File: config.mk
export PLATFORM = sky130hd
export DESIGN_NAME = wide_read_snap
export DESIGN_NICKNAME = d
export VERILOG_FILES = /design/src/rtl/wide_read_snap_pkg.sv /design/src/rtl/wide_read_snap_pack.sv /design/src/rtl/wide_read_snap_trig.sv /design/src/rtl/wide_read_snap_rdmux.sv /design/src/rtl/wide_read_snap.sv
export SDC_FILE = /design/constraint.sdc
export NUM_CORES = 1
export LEC_CHECK = 0
export BUFFER_PORTS_ARGS = -buffer_cell sky130_fd_sc_hd__buf_2
export CAP_MARGIN = 0
export CORE_ASPECT_RATIO = 1.4
export CORE_MARGIN = 2
export CORE_UTILIZATION = 33
export DETAILED_ROUTE_END_ITERATION = 16
export PLACE_DENSITY = 0.75
export SETUP_SLACK_MARGIN = 0.3
export SYNTH_ARGS = -nofsm -noshare
export SYNTH_HDL_FRONTEND = slang
export SYNTH_SLANG_ARGS = --single-unit
File: constraint.sdc
create_clock -name clk_i -period 1.6 [get_ports clk_i]
set_input_delay 0.24 -clock clk_i [delete_from_list [all_inputs] [get_ports clk_i]]
set_output_delay 0.24 -clock clk_i [all_outputs]
set_load 0.005 [all_outputs]
File: src/rtl/wide_read_snap_pkg.sv
package wide_read_snap_pkg;
  typedef enum logic [1:0] {
    TRIG_SELF = 2'd0,
    TRIG_REG  = 2'd1,
    TRIG_EXT  = 2'd2
  } trig_src_e;
endpackage

File: src/rtl/wide_read_snap_pack.sv
module wide_read_snap_pack #(
  parameter int unsigned REG_W = 64,
  parameter int unsigned N_FLD = 3,
  parameter int unsigned FLD_LO  [N_FLD] = '{0, 20, 40},
  parameter int unsigned FLD_W   [N_FLD] = '{12, 16, 20},
  parameter bit          FLD_REV [N_FLD] = '{1'b0, 1'b1, 1'b0}
) (
  input  logic [REG_W-1:0] live_i,
  output logic [REG_W-1:0] packed_o
);
  logic [REG_W-1:0] acc [N_FLD+1];
  assign acc[0] = '0;

  for (genvar f = 0; f < N_FLD; f++) begin : g_fld
    logic [REG_W-1:0] part;
    always_comb begin
      part = '0;
      for (int k = 0; k < int'(FLD_W[f]); k++) begin
        if (FLD_REV[f]) part[FLD_LO[f]+k] = live_i[FLD_LO[f]+FLD_W[f]-1-k];
        else            part[FLD_LO[f]+k] = live_i[FLD_LO[f]+k];
      end
    end
    assign acc[f+1] = acc[f] | part;
  end

  assign packed_o = acc[N_FLD];
endmodule

File: src/rtl/wide_read_snap_trig.sv
module wide_read_snap_trig
  import wide_read_snap_pkg::*;
#(
  parameter trig_src_e TRIG_SRC     = TRIG_SELF,
  parameter bit        EXT_ACT_HIGH = 1'b1
) (
  input  logic rst_ni,
  input  logic own_strb0_i,
  input  logic req_is_wr_i,
  input  logic trig_strb0_i,
  input  logic ext_trig_i,
  output logic fire_o
);
  logic raw;
  always_comb begin
    unique case (TRIG_SRC)
      TRIG_REG: raw = trig_strb0_i & ~req_is_wr_i;
      TRIG_EXT: raw = EXT_ACT_HIGH ? ext_trig_i : ~ext_trig_i;
      default:  raw = own_strb0_i & ~req_is_wr_i;
    endcase
  end
  assign fire_o = raw & rst_ni;
endmodule

File: src/rtl/wide_read_snap_rdmux.sv
module wide_read_snap_rdmux #(
  parameter int unsigned ACC_W  = 32,
  parameter int unsigned BUS_W  = 32,
  parameter int unsigned N_SUB  = 2,
  parameter bit          BYPASS = 1'b1,
  localparam int unsigned PAD_W = N_SUB * ACC_W
) (
  input  logic [N_SUB-1:0] strb_i,
  input  logic             req_is_wr_i,
  input  logic [PAD_W-1:0] live_i,
  input  logic [PAD_W-1:0] snap_i,
  output logic [BUS_W-1:0] data_o
);
  logic [BUS_W-1:0] acc [N_SUB+1];
  assign acc[0] = '0;

  for (genvar i = 0; i < N_SUB; i++) begin : g_slot
    logic [ACC_W-1:0] src;
    logic [BUS_W-1:0] slot;
    if (BYPASS && i == 0) begin : g_live
      assign src = live_i[ACC_W-1:0];
    end else begin : g_snap
      assign src = snap_i[i*ACC_W +: ACC_W];
    end
    assign slot = (strb_i[i] && !req_is_wr_i) ? BUS_W'(src) : '0;
    assign acc[i+1] = acc[i] | slot;
  end

  assign data_o = acc[N_SUB];
endmodule

File: src/rtl/wide_read_snap.sv
module wide_read_snap
  import wide_read_snap_pkg::*;
#(
  parameter int unsigned REG_W = 64,
  parameter int unsigned ACC_W = 32,
  parameter int unsigned BUS_W = 32,
  parameter trig_src_e   TRIG_SRC     = TRIG_SELF,
  parameter bit          EXT_ACT_HIGH = 1'b1,
  parameter int unsigned N_FLD = 3,
  parameter int unsigned FLD_LO  [N_FLD] = '{0, 20, 40},
  parameter int unsigned FLD_W   [N_FLD] = '{12, 16, 20},
  parameter bit          FLD_REV [N_FLD] = '{1'b0, 1'b1, 1'b0}
) (
  input  logic                           clk_i,
  input  logic                           rst_ni,
  input  logic [(REG_W+ACC_W-1)/ACC_W-1:0] rd_strb_i,
  input  logic                           req_is_wr_i,
  input  logic                           trig_strb0_i,
  input  logic                           ext_trig_i,
  input  logic [REG_W-1:0]               field_i,
  output logic [BUS_W-1:0]               rd_data_o,
  output logic                           rd_effect_o
);
  localparam int unsigned N_SUB = (REG_W + ACC_W - 1) / ACC_W;
  localparam int unsigned PAD_W = N_SUB * ACC_W;
  localparam bit          SELF  = (TRIG_SRC == TRIG_SELF);

  logic [REG_W-1:0] packed_live;
  logic [PAD_W-1:0] live_pad;
  logic [PAD_W-1:0] snap_q;
  logic             fire;

  wide_read_snap_pack #(
    .REG_W(REG_W), .N_FLD(N_FLD),
    .FLD_LO(FLD_LO), .FLD_W(FLD_W), .FLD_REV(FLD_REV)
  ) i_pack (
    .live_i  (field_i),
    .packed_o(packed_live)
  );

  assign live_pad = PAD_W'(packed_live);

  wide_read_snap_trig #(
    .TRIG_SRC(TRIG_SRC), .EXT_ACT_HIGH(EXT_ACT_HIGH)
  ) i_trig (
    .rst_ni      (rst_ni),
    .own_strb0_i (rd_strb_i[0]),
    .req_is_wr_i (req_is_wr_i),
    .trig_strb0_i(trig_strb0_i),
    .ext_trig_i  (ext_trig_i),
    .fire_o      (fire)
  );

  // snapshot has no reset; capture is gated by reset in the trigger
  always_ff @(posedge clk_i) begin
    if (fire) snap_q <= live_pad;
  end

  wide_read_snap_rdmux #(
    .ACC_W(ACC_W), .BUS_W(BUS_W), .N_SUB(N_SUB), .BYPASS(SELF)
  ) i_rdmux (
    .strb_i     (rd_strb_i),
    .req_is_wr_i(req_is_wr_i),
    .live_i     (live_pad),
    .snap_i     (snap_q),
    .data_o     (rd_data_o)
  );

  assign rd_effect_o = fire;
endmodule

; Word-level counts from Yosys, hierarchy flattened
; Cells that the tools add are included.
[word_totals]
input_bits = 71
word_cells = 12
reg_bits = 64
out_inout_bits = 33
[op_classes]
bitwise = 6
muxes = 2
reduce_logical = 3
[op_table]
columns = cell, n
row1 = $mux 32, 2
row2 = $or 36x60->60, 1
row3 = $or 12x36->36, 1
row4 = $or 32x32->32, 1
row5 = $and 1x1->1, 2
row6 = $logic_and 1x1->1, 2
row7 = $logic_not 1->1, 1
row8 = $not 1->1, 1

; Logic depth before layout (Yosys ltp)
; Gate-level depths: netlist (run 1).
[depth]
ltp_word = 4
depth_mapped = 4
ltp_nobuf = 2

; Cells and area by module
; From an unflattened synthesis (run 1), not the netlist that was laid out.
[hier_totals]
cells_unflattened = 203
area_unflattened_um2 = 2871.5
[by_module_without_submodules]
columns = module, instances, seq_area_each_um2, cells_each, area_each_um2
row1 = wide_read_snap, 1, 1921.8, 64, 1921.8
row2 = wide_read_snap_pack, 1, 0.0, 65, 484.2
row3 = wide_read_snap_rdmux, 1, 0.0, 73, 456.7
row4 = wide_read_snap_trig, 1, 0.0, 1, 8.8

; Least setup slack after synthesis (run 1)
; Ideal clock, no wire load.
[synth_timing]
kind = input-to-reg
start = input port req_is_wr_i
end = register snap_q[32] (enable)
required_ns = 1.215
slack_ns = -0.006
setup_ns = 0.385
path_buffers = 1
t_arrival_ns = 1.221
stages = 3
path_cell_list = buf_4 -> nor2b_4 -> and2_1
[synth_via]
elab_chain_cells = 3
[synth_rtl]
columns = item, line_no
row1 = "start, declared", wide_read_snap.sv:17  ; input logic req_is_wr_i,
row2 = $not 1->1, wide_read_snap_trig.sv:19  ; default: raw = own_strb0_i & ~req_is_wr_i;
row3 = $and 1x1->1, wide_read_snap_trig.sv:19
row4 = $and 1x1->1, wide_read_snap_trig.sv:22  ; assign fire_o = raw & rst_ni;
row5 = net rd_effect_o, wide_read_snap.sv:22  ; output logic rd_effect_o
row6 = "end signal, assigned", wide_read_snap.sv:56  ; if (fire) snap_q <= live_pad;
row7 = "end, declared", wide_read_snap.sv:30  ; logic [PAD_W-1:0] snap_q;
; The timed path passes the listed nets, and every way through them passes these cells.
; A chain may end at the register's enable or synchronous reset.

; Worst setup path after layout (run 1)
[layout_timing]
start = input port req_is_wr_i
end = output port rd_data_o[13]
[layout_via]
elab_chain_cells = 4
word_cells_on_any_way = 6
classes_between = 2 x mux / 1 x bitwise / 3 x reduce/logical
[layout_rtl]
columns = item, line_no
row1 = $logic_not 1->1 *, wide_read_snap_rdmux.sv:25  ; assign slot = (strb_i[i] && !req_is_wr_i) ? BUS_W'(src) : '0;
row2 = $logic_and 1x1->1, wide_read_snap_rdmux.sv:25
row3 = $mux 32, wide_read_snap_rdmux.sv:25
row4 = $or 32x32->32 *, wide_read_snap_rdmux.sv:26  ; assign acc[i+1] = acc[i] | slot;
row5 = "end, declared", wide_read_snap.sv:21  ; output logic [BUS_W-1:0] rd_data_o,
; Mark *: on every way between the ends. The rest lies on a longest branch, timed or not.

==> metrics.txt, run 1 <==
result of the run=completed; total congestion overflow=0; worst vdd rail ir drop=0.647 mV; final-layout fill cell count=315; flip-flop count of the largest register, all copies and words added=24; Max Freq=0.809 GHz; final layout net count=240; antenna violations before repair=0; registers with the most flip-flops=snap_q: 24 flops; buffers from clock root to sink, at most=2; HPWL after detailed placement=2040 um; multi-input gate area in the final layout=374 um^2; hold buffers post-CTS=0; overall via count from detail_route=918; TritonCTS clock tree=built; clock buffer count from CTS=3; final critical-path share of the clock period=0.773; Final Util=0.488; Top Metal Used=met4; number of antenna repair diodes=0; Setup crit end kind=output pin; library cell occupying the most area in the post-synthesis netlist=edfxtp_1; critical path peak fanout=17; fin crit period=1240 ps; synthesized instance count=81; per-cell routed wire length=12.2 um; count of endpoints failing hold in the final timing report=0; unrepaired setup endpoints after global routing=false; Root Buffer Master=clkbuf_8; setup ws final=363 ps; fraction of final layout cells sized beyond drive strength 1=0.629; synthesized area=1150 um^2; count of instances resized after the clock tree is built=0; length of routed met2 wiring=1290 um; Post-DRT Antenna Nets=0; register with the highest flop count=snap_q; critical path depth=5; pre-CTS worst setup slack=271 ps; clock-pin slew of the registers on the worst-case setup and hold paths=70 ps; routed length on met3=328 um; routed via count divided by cell count=4.43; Synth top area share=0.629; startpoint type of the worst setup path=input port; top cells by area, synth=edfxtp_1 63%, a22oi_2 11%, and2_1 9.3%, nor2_1 5.2%, a22oi_1 3.9%; gr usage total=0.126; Compound-Gate Fraction of Synth Area=0.148; H-tree levels=1; layout-stage area growth over the synthesis result=42.6%; post-synthesis simple-gate area fraction=0.169; 1st-iter DRT viols=14; part of the Yosys area used for sequential elements=0.629; Pwr Density=776 nW/um^2; cell area after layout=1630 um^2; sinks on the clock net=24; number of global-route vias before repair=867; total placed instance area=1590 um^2; data required time at the worst endpoint=1360 ps; share of the synthesized netlist area taken by xor and xnor gates=0; area share of fa/ha/maj cells after synthesis=0; post-detailed-route DRC marker count=0; Core Footprint=3350 um^2; CP bufs+invs=3; pin count of the biggest net entering global routing=18; static power due to leakage=0.771 nW; DIE AREA=3970 um^2; initial core utilization=0.342; register area=721 um^2; sequence of cells on the critical path=buf_2 -> buf_4 -> nor2b_4 -> and2_1 -> buf_2; final WL=2520 um; Yosys Warn Count=0; Avg Inst Size Synth=14.1 um^2; RePlAce Congestion=0.645; number of placement rows=25; Worst Hold Depth=1; number of post-CTS setup repair buffers=0; Setup Crit Path Kind=input port to output pin; number of primary I/O pins=104; Final Max Slew Viols=0; Hold/Removal Path Class=input port to flip-flop; total power=1.27 mW; Seq cells post-synth=24; Crit path largest cell delay=190 ps; combinational family with the most area after synthesis=simple AND/OR/NAND/NOR gates; count of final setup violators=0; Synthesized Nets=152; Crit-path slowest cell=buf_4; portion of netlist area occupied by mux cells=0; number of unique standard cell types used by synthesis=10; I/O Buffers=85; transition at the pin with the smallest max-transition slack=275 ps; met1 layer wirelength in the final routing=881 um; first-pass GRT wire length=3640 um; Slew headroom=0.817; maximum capacitance violations=0; kind of cell with the highest combined delay on the critical path=buffers and inverters; arrival time of the worst setup path=1000 ps; CP most frequent cell=buf_2; Die W=53.8 um; sum of negative setup slack=0 ps; floorplan die height=73.7 um; detailed-routing iteration count for the pre-antenna-repair pass=2
## metal layers
metal	vias up	GRT usage
met5	-	0
met4	0	0.0484
met3	2	0.0610
met2	49	0.202
met1	400	0.142
li1	467	-
## per-stage QoR
stage                     hold slack, ps  instances
after CTS                            149        207
after global placement               417        203
after global routing                 142        207
after detailed placement             418        203
after floorplan                      339         81
final                                154        207
## cells in the mapped netlist
library cell   n
a22oi_1        6
a22oi_2       10
and2_1        17
buf_2          1
buf_4          1
buf_6          3
buf_8          1
edfxtp_1      24
nor2_1        16
nor2b_4        2
## final timing paths
| path | end | startpoint |
|---|---|---|
| setup / recovery | rd_data_o[13] | req_is_wr_i |
| hold / removal | snap_q[47] | field_i[47] |
## logic make-up (layout without fill, tap and decap cells)
logic type | count (synthesis) | in the layout
AO/OA/AOI/OAI | 16 | 16
buffers and inverters | 6 | 91
flip-flops | 24 | 24
AND/OR/NAND/NOR | 35 | 36
## where the power goes
part / total, mW / switching, mW / internal (mW)
logic: 0.204 / 0.0897 / 0.114
registers: 0.733 / 0.00833 / 0.725
clock network: 0.331 / 0.164 / 0.168
total: 1.27 / 0.262 / 1.01
## cell usage in the layout (no fill, tap or decap)
master,count
clkbuf_8,3
and2_2,1
nor2_1,16
a22oi_1,6
a22oi_2,10
edfxtp_1,24
nor2b_4,2
and2_4,1
buf_2,85
and2_1,16
buf_4,3
## cell type report
cell class | instances | share of cell area
Sequential cell | 24 | 0.441
Timing Repair Buffer | 88 | 0.274
Multi-Input combinational cell | 52 | 0.229
Tap cell | 40 | 0.0306
Clock buffer | 3 | 0.0253
Power figures use the tool's default switching activity.
==> run 2: changes to the inputs <==
--- a/config.mk
+++ b/config.mk
@@ -5,6 +5,7 @@
 export SDC_FILE = /design/constraint.sdc
 export NUM_CORES = 1
 export LEC_CHECK = 0
+export ABC_AREA = 1
 export BUFFER_PORTS_ARGS = -buffer_cell sky130_fd_sc_hd__buf_2
 export CAP_MARGIN = 0
 export CORE_ASPECT_RATIO = 1.4
==> constraint.sdc (replaced) <==
create_clock -name clk_i -period 1.08 [get_ports clk_i]
set_input_delay 0.162 -clock clk_i [delete_from_list [all_inputs] [get_ports clk_i]]
set_output_delay 0.162 -clock clk_i [all_outputs]
set_load 0.005 [all_outputs]
==> metrics.txt, run 2 <==
synthesized instance count=116; count of final setup violators=0; data required time at the worst endpoint=920 ps; critical path peak fanout=1; static power due to leakage=0.965 nW; DIE AREA=3950 um^2; dominant synthesized flop cell=edfxtp_1; CP bufs+invs=1; hold slack=75.9 ps; Hold/Removal Path Class=input port to flip-flop; Yosys Warn Count=0; final WL=2880 um; Worst setup startpoint=snap_q[32]; 1st-iter DRT viols=16; library cell occupying the most area in the post-synthesis netlist=edfxtp_1; post-detailed-route DRC marker count=0; number of primary I/O pins=104; post-synthesis simple-gate area fraction=0.257; number of enable-type register cells in the synthesized netlist=24; top cells by area, synth=edfxtp_1 63%, nand3_1 14%, inv_1 5.6%, nand2_1 5.6%, nor2_1 5.6%; arrival time of the worst setup path=900 ps; sinks on the clock net=24; Die W=53.7 um; detailed-routing iteration count for the pre-antenna-repair pass=4; worst vdd rail ir drop=0.908 mV; area share of fa/ha/maj cells after synthesis=0; Final Util=0.556; Cells after DPL=240; Setup Crit Path Kind=flip-flop to output pin; total congestion overflow=0; portion of netlist area occupied by mux cells=0; HPWL after detailed placement=2140 um; clock-pin slew of the registers on the worst-case setup and hold paths=80 ps; clock buffer count from CTS=3; TritonCTS clock tree=built; buffers from clock root to sink, at most=2; Avg Inst Size Synth=9.85 um^2; number of global-route vias before repair=1003; layout-stage area growth over the synthesis result=63.0%; total power=1.95 mW; initial core utilization=0.341; post-layout instance count excluding filler cells=249; transition at the pin with the smallest max-transition slack=262 ps; first-pass GRT wire length=4130 um; Crit path largest cell delay=390 ps; Slew headroom=0.825; Synthesized Nets=187; fraction of final layout cells sized beyond drive strength 1=0.545; Setup crit end kind=output pin; overall via count from detail_route=1085; number of antenna repair diodes=0; number of placement rows=25; Post-DRT Antenna Nets=0; final critical-path share of the clock period=0.987; register with the highest flop count=snap_q; count of endpoints failing hold in the final timing report=0; fin crit period=1070 ps; Core Footprint=3350 um^2; combinational family with the most area after synthesis=simple AND/OR/NAND/NOR gates; Synth top area share=0.631; part of the Yosys area used for sequential elements=0.631; pre-CTS worst setup slack=37.2 ps; registers with the most flip-flops=snap_q: 24 flops; Compound-Gate Fraction of Synth Area=0; most common library cells after synthesis=32 x nand3_1, 24 x edfxtp_1, 17 x inv_1, 17 x nand2_1, 17 x nor2_1; sequence of cells on the critical path=nand3_1 -> nand2_1 -> buf_2; async set-reset flop share out of synthesis=0; result of the run=completed; synthesized area=1140 um^2; Seq cells post-synth=24; per-cell routed wire length=11.6 um; gr usage total=0.145; flip-flop count of the largest register, all copies and words added=24; H-tree levels=1; Final Max Slew Viols=0; most common cell in the synthesized netlist=nand3_1; antenna violations before repair=0; share of the synthesized netlist area taken by xor and xnor gates=0; unrepaired setup endpoints after global routing=true; commonest non-fill, non-tap cells in the layout=83 x buf_2, 28 x nand3_1, 24 x edfxtp_1, 17 x inv_1, 17 x nand2_1; Root Buffer Master=clkbuf_8; setup ws final=14.1 ps; I/O Buffers=85; Max Freq=0.938 GHz; kind of cell with the highest combined delay on the critical path=flip-flops; number of unique standard cell types used by synthesis=9; Crit-path slowest cell=edfxtp_1; launch point of the worst hold path=field_i[56]; RePlAce Congestion=0.698; startpoint type of the worst setup path=flip-flop; final layout net count=281; floorplan die height=73.6 um; Pwr Density=1050 nW/um^2; most common cell after layout, fill and taps aside=buf_2; pin count of the biggest net entering global routing=19; maximum capacitance violations=0; routed via count divided by cell count=4.36
## run 2: cell count changes after synthesis, sizes merged
cell   change
nand3     +32
inv       +18
nand2     +18
and2      -17
a22oi     -16
nor2b      -2
buf        +1
nor2       +1
## run 2: final cells by class
cell class / count / area (um^2)
Multi-Input combinational cell: 67 / 385
Clock inverter: 1 / 3.75
Inverter: 18 / 80.1
Timing Repair Buffer: 96 / 581
Sequential cell: 24 / 721
Tap cell: 40 / 50.0
Fill cell: 301 / 1490
Clock buffer: 3 / 41.3
## run 2: worst paths after layout
path | cells past startpoint | slack [ps] | end
max | 3 | 10 | rd_data_o[0]
min | 1 | 80 | snap_q[56]
## run 2: routing by layer
layer,GRT usage,wire length (um)
met5,0,0
met4,0.0655,19
met3,0.0447,271
met2,0.255,1520
met1,0.153,1070
## run 2: what timing repair did
action                                  CTS  global route
pin swaps                                25             8
resized for setup                         7            24
buffers inserted                          2             2
cloned                                    1             0
hold buffers                              0             0
endpoints found under the setup margin   33            57
## run 2: cells by family after synthesis
family,Yosys count
and+or+nand+nor,67
buffers and inverters,25
DFF,24
## run 2: metrics by stage
stage	setup TNS, ps	cell area [um^2]
6_report	0	1860
5_1_grt	-258	1860
4_1_cts	0	1760
3_5_place_dp	0	1640
3_3_place_gp	0	1640
2_1_floorplan	-1390	1180
## run 2: where the power goes
group / internal [mW] / total (mW) / switching [mW] / leakage, nW
combinational: 0.195 / 0.374 / 0.178 / 0.722
clock: 0.253 / 0.494 / 0.241 / 0.0231
sequential: 1.07 / 1.09 / 0.0129 / 0.220
total: 1.52 / 1.95 / 0.432 / 0.965
==> run 3: changes to the inputs <==
--- a/config.mk
+++ b/config.mk
@@ -10,10 +10,11 @@
 export CAP_MARGIN = 0
 export CORE_ASPECT_RATIO = 1.4
 export CORE_MARGIN = 2
-export CORE_UTILIZATION = 33
+export CORE_UTILIZATION = 46
 export DETAILED_ROUTE_END_ITERATION = 16
-export PLACE_DENSITY = 0.75
+export PLACE_DENSITY = 0.77
 export SETUP_SLACK_MARGIN = 0.3
 export SYNTH_ARGS = -nofsm -noshare
 export SYNTH_HDL_FRONTEND = slang
+export SYNTH_HIERARCHICAL = 1
 export SYNTH_SLANG_ARGS = --single-unit
==> constraint.sdc (replaced) <==
create_clock -name clk_i -period 1.08 [get_ports clk_i]
set_input_delay 0.216 -clock clk_i [delete_from_list [all_inputs] [get_ports clk_i]]
set_output_delay 0.216 -clock clk_i [all_outputs]
set_load 0.005 [all_outputs]
==> metrics.txt, run 3 <==
result of the run=complete, but fails checks; violated checks=setup timing; commonest non-fill, non-tap cells in the layout=81 x buf_2, 62 x nand3_1, 32 x nand2_1, 32 x edfxtp_1, 16 x conb_1; first-pass GRT wire length=5460 um; fin crit period=1140 ps; net switching fraction of the power=0.230; synthesized instance count=208; Setup Crit Path Kind=flip-flop to output pin; 1st-iter DRT viols=36; sum of negative setup slack=-735 ps; Core Footprint=4200 um^2; worst vdd rail ir drop=0.744 mV; hold buffers post-CTS=0; clock buffer count from CTS=5; power dissipated by switching net loads=0.635 mW; setup ws final=-57.6 ps; final critical-path share of the clock period=1.05; Worst Hold End=snap_q[50]; fraction of final layout cells sized beyond drive strength 1=0.429; Seq pwr share=0.525; Post-DRT Antenna Nets=0; HPWL after detailed placement=2520 um; detailed-routing iteration count for the pre-antenna-repair pass=4; count of final setup violators=31; design internal power=2.13 mW; Final Util=0.553; RePlAce Congestion=0.700; pin count of the biggest net entering global routing=31; Cells after DPL=287; Die W=59.7 um; TritonCTS clock tree=built; synthesized area=2000 um^2; data required time at the worst endpoint=860 ps; Worst Hold Depth=1; post-layout instance count excluding filler cells=299; Hold/Removal Path Class=input port to flip-flop; Clk pwr share=0.308; gr usage total=0.153; most common cell after layout, fill and taps aside=buf_2; maximum capacitance violations=0; layout-stage area growth over the synthesis result=16.3%; per-cell routed wire length=11.8 um; Max Freq=0.879 GHz; total placed instance area=2130 um^2; Combinational Power Share=0.167; post-detailed-route DRC marker count=0; Pwr Density=1190 nW/um^2; register with the highest flop count=snap_q; clock-pin slew of the registers on the worst-case setup and hold paths=60 ps; Yosys Warn Count=6; number of global-route vias before repair=1277; H-tree levels=2; launch point of the worst hold path=field_i[50]; number of antenna repair diodes=0; initial core utilization=0.476; unrepaired setup endpoints after global routing=true; buffers from clock root to sink, at most=2; sinks on the clock net=32; final layout net count=324; Root Buffer Master=clkbuf_8; DIE AREA=4900 um^2; I/O Buffers=85; flip-flop count of the largest register, all copies and words added=32; Final Max Slew Viols=0; arrival time of the worst setup path=920 ps; final WL=3530 um; Setup crit end kind=output pin; registers with the most flip-flops=snap_q: 32 flops; number of placement rows=28; count of endpoints failing hold in the final timing report=0; number of primary I/O pins=104; antenna violations before repair=0; cell area after layout=2320 um^2; routed via count divided by cell count=4.70; total congestion overflow=0; floorplan die height=82.0 um; overall via count from detail_route=1404; critical path peak fanout=1; Avg Inst Size Synth=9.61 um^2; static power due to leakage=1.14 nW; startpoint type of the worst setup path=flip-flop
run 3: final cells by class:
type                            count  area (um^2)
Clock buffer                        7         76.3
Clock inverter                      1         3.75
Fill cell                         390         1880
Inverter                            1         8.76
Multi-Input combinational cell    114          542
Sequential cell                    32          961
Tap cell                           45         56.3
Timing Repair Buffer               99          677
run 3: metrics by stage:
stage,setup WS (ps),hold WS (ps),power (mW)
after floorplan,-91.7,394,1.84
after global placement,-26.1,393,1.89
after detailed placement,-36.1,395,1.90
after CTS,-78.2,99.8,2.79
after global routing,-127,97.1,2.89
final,-57.6,110,2.76
run 3: how the worst max path moves through the flow:
stage / start / end / slack, ps / depth (start not counted)
after floorplan: rst_ni / snap_q[32] / -90 / 2
after global placement: rd_strb_i[0] / rd_effect_o / -30 / 5
after detailed placement: rd_strb_i[0] / rd_effect_o / -40 / 5
after CTS: snap_q[35] / rd_data_o[3] / -80 / 3
after global routing: snap_q[47] / rd_data_o[15] / -130 / 3
final: snap_q[35] / rd_data_o[3] / -60 / 3
run 3: critical path, cell delays in order (launching register included):
cell	delay, ps
edfxtp_1	390
nand3_1	100
nand2_1	40
buf_2	120
run 3: power groups by stage:
stage / Sequential (mW) / Clock [mW] / Combinational (mW)
2_1_floorplan: 1.47 / 0 / 0.375
5_1_grt: 1.45 / 0.923 / 0.515
3_5_place_dp: 1.47 / 0 / 0.428
4_1_cts: 1.45 / 0.883 / 0.463
6_report: 1.45 / 0.851 / 0.462
3_3_place_gp: 1.47 / 0 / 0.420
run 3: layer usage:
layer | share of wire | vias to the layer above | GRT usage | wire length (um)
met4 | 0.012 | 0 | 0.0733 | 43
met2 | 0.53 | 47 | 0.272 | 1860
met1 | 0.38 | 637 | 0.157 | 1350
met3 | 0.075 | 4 | 0.0488 | 266
li1 | - | 716 | - | -
met5 | 0 | - | 0 | 0
run 3: what timing repair did:
item                       4_1_cts  5_1_grt
setup endpoints to repair       48       65
pin swaps                       16       21
resized for setup               14        3
cloned                           1        0
setup buffers                    3        0
